--- src/rtl/gain_slew_ctrl.sv ---
module gain_slew_ctrl #(
  parameter int SAMP_W   = 16,
  parameter int TMO_W    = 9,
  parameter int GAIN_MAX = 24,
  parameter int LVL_W    = $clog2(GAIN_MAX * 4 + 1) + 1
) (
  input  logic                     clk,
  input  logic                     rst_n,
  input  logic                     frame_stb,
  input  logic                     ramp_en,
  input  logic                     zc_en,
  input  logic [5:0]               gain_req_a,
  input  logic [5:0]               gain_req_b,
  input  logic signed [SAMP_W-1:0] samp_a,
  input  logic signed [SAMP_W-1:0] samp_b,
  output logic signed [LVL_W-1:0]  applied_a,
  output logic signed [LVL_W-1:0]  applied_b,
  output logic                     busy_a,
  output logic                     busy_b
);

  localparam int NCH = 2;

  logic [TMO_W-1:0] tmo_cnt;
  logic             wrap;

  logic [5:0]               req  [NCH];
  logic signed [SAMP_W-1:0] smp  [NCH];
  logic signed [LVL_W-1:0]  lvl  [NCH];
  logic                     busy [NCH];

  assign req[0] = gain_req_a;
  assign req[1] = gain_req_b;
  assign smp[0] = samp_a;
  assign smp[1] = samp_b;

  assign wrap = frame_stb && (&tmo_cnt);

  always_ff @(posedge clk) begin
    if (!rst_n)         tmo_cnt <= '0;
    else if (frame_stb) tmo_cnt <= tmo_cnt + 1'b1;
  end

  for (genvar ch = 0; ch < NCH; ch++) begin : g_ch
    logic signed [5:0]       code;
    logic signed [LVL_W-1:0] code_lvl, tgt, step;
    logic                    code_ok, prev_neg, wrap_seen;
    logic                    zc, pend, tmo, go;

    assign code     = $signed(req[ch]);
    assign code_ok  = (int'(code) >= -GAIN_MAX) && (int'(code) <= GAIN_MAX);
    assign code_lvl = LVL_W'(code) <<< 2;

    assign zc   = (smp[ch] == '0) || (smp[ch][SAMP_W-1] != prev_neg);
    assign pend = (lvl[ch] != tgt);
    assign tmo  = pend && wrap && wrap_seen;
    assign go   = frame_stb && pend && (!zc_en || zc || tmo);

    always_comb begin
      if (!ramp_en)           step = tgt;
      else if (tgt > lvl[ch]) step = lvl[ch] + 1'b1;
      else                    step = lvl[ch] - 1'b1;
    end

    always_ff @(posedge clk) begin
      if (!rst_n) begin
        tgt       <= '0;
        lvl[ch]   <= '0;
        prev_neg  <= 1'b0;
        wrap_seen <= 1'b0;
      end else begin
        if (code_ok)   tgt      <= code_lvl;
        if (frame_stb) prev_neg <= smp[ch][SAMP_W-1];
        if (go)        lvl[ch]  <= step;
        if (!pend || go) wrap_seen <= 1'b0;
        else if (wrap)   wrap_seen <= 1'b1;
      end
    end

    assign busy[ch] = pend;
  end

  assign applied_a = lvl[0];
  assign applied_b = lvl[1];
  assign busy_a    = busy[0];
  assign busy_b    = busy[1];

endmodule

--- config.mk ---
export PLATFORM = sky130hd
export DESIGN_NAME = gain_slew_ctrl
export DESIGN_NICKNAME = d
export VERILOG_FILES = /design/src/rtl/gain_slew_ctrl.sv
export SDC_FILE = /design/constraint.sdc
export NUM_CORES = 1
export LEC_CHECK = 0
export ABC_AREA = 0
export BUFFER_PORTS_ARGS = -buffer_cell sky130_fd_sc_hd__buf_2
export CAP_MARGIN = 20
export CORE_MARGIN = 3
export CORE_UTILIZATION = 54
export CTS_CLUSTER_SIZE = 12
export DETAILED_ROUTE_END_ITERATION = 8
export HOLD_SLACK_MARGIN = 0.03
export MAX_ROUTING_LAYER = met4
export PLACE_DENSITY = 0.8
export RECOVER_POWER = 100
export SETUP_SLACK_MARGIN = 0.3
export SLEW_MARGIN = 30
export SYNTH_ARGS = -nofsm -noshare
export SYNTH_HDL_FRONTEND = slang
export SYNTH_SLANG_ARGS = --single-unit
--- constraint.sdc ---
create_clock -name clk -period 4 [get_ports clk]
set_input_delay 0.8 -clock clk [delete_from_list [all_inputs] [get_ports clk]]
set_output_delay 0.8 -clock clk [all_outputs]
set_load 0.02 [all_outputs]
; Yosys cells after proc, flatten, opt, wreduce, memory -nomap -nowiden
; Memory sizes are Yosys's and may differ from the RTL's.
; Cells that the tools add are included.
; Widths: inputs -> output; s select.
[word_totals]
regBits = 25
memories = 1
out_inout_bits = 18
in_bits = 49
elab_cells = 66
ramBits = 16
[op_classes]
muxes = 13
n_reduce_logical = 27
magnitude_cmp = 6
eq_ne = 4
addsub = 5
bitwise = 3
[memory_table]
columns = memory, words, width, read_ports, rd_ports_with_merged_regs, wr, line
row1 = lvl, 2, 8, 2, 0, 2, 29  ; logic signed [LVL_W-1:0] lvl [NCH];
[ops]
columns = cell, count
row1 = $mux 8, 6
row2 = $logic_not 16->1, 2
row3 = $add 8x1->8 const B, 2
row4 = $gt 8x8->1, 2
row5 = $ne 8x8->1, 2
row6 = $sub 8x1->8 const B, 2
row7 = $ge 6x6->1 const B, 2
row8 = $le 6x6->1 const B, 2
row9 = $logic_and 1x1->1, 11
row10 = $add 9x1->9 const B, 1
row11 = $reduce_and 9->1, 1
row12 = $logic_or 1x1->1, 8
row13 = $mux 1, 7
row14 = $reduce_or 2->1, 2
row15 = $logic_not 1->1, 3
row16 = $ne 1x1->1, 2
row17 = $or 1x1->1, 2
row18 = $not 1->1, 1

; Depth between registers and ports, before layout
[logic_depth]
ltp_word = 10
depth_mapped = 13
ltp_nobuf = 12

; Worst setup path after synthesis
; Ideal clock, no wire load.
[synth_timing]
kind = flip-flop to flip-flop
start = mem lvl[1][7] (netlist bit)
end = mem lvl[1][6] (netlist bit) (data pin)
synth_period_minus_slack_ns = 3.611
arrival_time_ns = 3.455
setup_ns = 0.156
path_stages_with_launch = 14
setup_slack_ns = 0.389
t_required_ns = 3.844
n_path_buf = 1
path_cell_list = edfxtp_1 clkbuf_1 inv_1 ha_1 nand4_1 o221ai_1 nor2_1 or3_2 fa_1 a21o_1 a21oi_1 o21ai_0 a2111o_1 a31oi_1
[synth_lines]
columns = element, line
row1 = start: declaration, 29

==> reports/qor.yml <==
die:
  die_h_um: 78.3
  initial_core_util_pct: 57.9
  die_w_um: 78.3
  row_count: 25
  ioPinCount: 67
  die_area_um2: 6140
  coreArea_um2: 4880
clocking:
  clock_sinks: 41
  cts_root_buf: "clkbuf_8"
  clk_pin_slew_ps: 80
  ctsHtreeMaxLevel: 2
  clock_latency_ps: 300
  cts_max_path_buffers: 2
  cts_tree: "yes"
  cts_hold_buf: 0
  numCtsBuffers: 5
worst_setup_path:
  startpoint_type: "register"
  r2r_setup_slack_ps: 490
  crit_chain: "inv_1 > ha_1 > nand4_1 > o221ai_1 > nor2_1 > or3_4 > fa_1 > a21o_1 > a21oi_1 > o21ai_0 > a2111o_1 > a31oi_1"
  worstPathArrival_ps: 3640
  critPathKind: "register to register"
  required_ps: 4130
  cp_top_family: "compound AO/OA/AOI/OAI gates"
  crit_buf_inv: 1
  cpPeakStageDelay_ps: 450
  crit_path_top_delay_cell: "edfxtp_1"
  cp_max_fo: 8
  cp-end-kind: "register"
timing:
  report.final.slew_viol_count: 0
  fin_setup_tns_ps: 0
  period_needed_ps: 3510
  fmax_mhz: 285
  tightestPinTransition_ps: 913
  final.setup_skew_ps: 3.29
  fin_crit_sh_pct: 87.7
  finalSetupViolCount: 0
  rsz0062_at_grt: "no"
  relSlewSlack_pct: 38.6
  worst_slack_ps: 493
  finalHoldViolations: 0
  whs_ps: 476
global_route:
  grt_overflow: 0
  grt_pass1_vias: 2376
  grt_usage_pct: 21.9
  grt_start_max_net_pins: 24
  grt_first_pass_wirelength_mm: 10.5
  antenna_found_initial: 0
run:
  maxCapViolations: 0
power:
  clkPwrFrac_pct: 20.3
  pwr-share-seq_pct: 38.2
  power.density_nw_per_um2: 401
  leakagePower_nw: 1.46
  peakVddDrop_v: 0.000266
  combPwrFrac_pct: 41.4
  p_sw_share_pct: 37.4
  p_sw_uw: 492
  intPower_uw: 825
synth:
  synth_edf_count: 16
  netlist_area_um2: 2830
  synthCells: 308
  synth-seq-cells: 41
  ys_seq_area_share_pct: 34.7
  yosys_most_used_dff: "dfxtp_1"
  syn_area_per_cell_um2: 9.17
  ys_types: 47
  yosys_warnings: 0
  synth_nets: 387
  async_flop_share_pct: 0
finish:
  diodes: 0
  layout.cells.non_filler: 444
  areaGrowthSynthToFinish_pct: 16.2
  fin_area_um2: 3280
  nets: 455
  layout_common_cells: "46 x buf_2, 35 x nor2_1, 30 x inv_1, 28 x ha_1, 25 x dfxtp_1"
  drive_gt1_share_pct: 15.9
  final_common_cell: "buf_2"
placed_design:
  hpwlAfterDp_mm: 5.02
  portBuffers: 66
  dp_cells: 434
  place_area_um2: 3210
  dpl_worst_slack_ps: 349
  place.gp.congestion: 0.962
drt:
  vias: 2604
  drc: 0
  wl_mm: 6.50
  vias_per_cell: 5.86
  postRouteAntennaNets: 0
  drt_first_pass_iters: 4
  drt_iter0_markers: 198
  wl_per_cell_um: 14.6
outcome:
  status: "finished, final reports clean"
worst_hold_path:
  hp-class: "register to register"
==> state kept, by name (all words and copies together), names as in the netlist <==
register / count
lvl: 16
g_ch.tgt: 12
tmo_cnt: 9
g_ch.wrap_seen: 2
g_ch.prev_neg: 2
==> per-stage QoR <==
stage	utilization [%]	power [mW]
floorplan	-	0.918
global placement	65.7	1.03
detailed placement	65.7	1.05
CTS	67.4	1.32
global route	67.3	1.41
finish	67.3	1.32
==> worst min-delay path: cells and delay by family (launching register included) <==
| family | cells | cell delay (ps) |
|---|---|---|
| compound gates | 1 | 50 |
| buf+inv | 1 | 50 |
| flops | 1 | 330 |
==> metal layers <==
| metal | global-route usage, % | up-vias | share of wire, % |
|---|---|---|---|
| met5 | - | - | 0 |
| met4 | 8.39 | 0 | 1.9 |
| met3 | 5.05 | 12 | 8.4 |
| met2 | 33.8 | 113 | 47 |
| met1 | 28.0 | 1193 | 43 |
| li1 | - | 1286 | - |
==> area by class of cell <==
| class | count | area (um2) |
|---|---|---|
| fill | 411 | 1600 |
| sequential | 41 | 981 |
| timing repair buffer | 68 | 325 |
| clock inverter | 2 | 10.0 |
| tap | 67 | 83.8 |
| clock buffer | 6 | 72.6 |
| inverter | 30 | 113 |
| multi-input combinational | 230 | 1700 |
==> cells in the mapped netlist, drive strengths merged, types with 7 or more instances <==
cell type / count / share of area (%)
mux2i: 17 / 6.0
or3: 7 / 1.6
dfxtp: 25 / 18
nand4: 8 / 1.8
xor2: 7 / 2.2
inv: 30 / 4.0
nor3: 11 / 1.9
ha: 28 / 12
nand3: 8 / 1.4
nor2: 35 / 4.7
nand2: 15 / 2.0
edfxtp: 16 / 17
a21oi: 18 / 3.2
==> repair_timing <==
action / CTS / global route
setup buffers: 0 / 2
endpoints found under the setup margin: 0 / 2
gates resized for setup: 0 / 3
==> power groups by stage <==
stage | logic [mW] | registers (mW) | clock network, mW
6_report | 0.546 | 0.503 | 0.267
2_1_floorplan | 0.392 | 0.526 | 0
3_5_place_dp | 0.536 | 0.514 | 0
4_1_cts | 0.539 | 0.504 | 0.274
3_3_place_gp | 0.519 | 0.512 | 0
5_1_grt | 0.609 | 0.509 | 0.295
==> worst paths after layout <==
kind	start	endpoint	cells past startpoint
max	lvl[1][7]	lvl[1][6]	12
min	g_ch[1].tgt[7]	g_ch[1].tgt[7]	2
max reg2reg	lvl[1][7]	lvl[1][6]	12
min reg2reg	g_ch[1].tgt[7]	g_ch[1].tgt[7]	2
==> cell families (layout without fill, tap and decap cells) <==
kind of cell / after synthesis / after routing / synth area share [%]
AO/OA/AOI/OAI: 71 / 71 / 18.6
XOR/XNOR: 13 / 13 / 4.03
adder cells (fa/ha/maj): 30 / 30 / 13.8
buffers and inverters: 37 / 106 / 5.14
flip-flops: 41 / 41 / 34.7
multiplexers: 17 / 17 / 6.02
AND/OR/NAND/NOR: 99 / 99 / 17.6
Note: power is estimated with default switching activity, not from simulation.
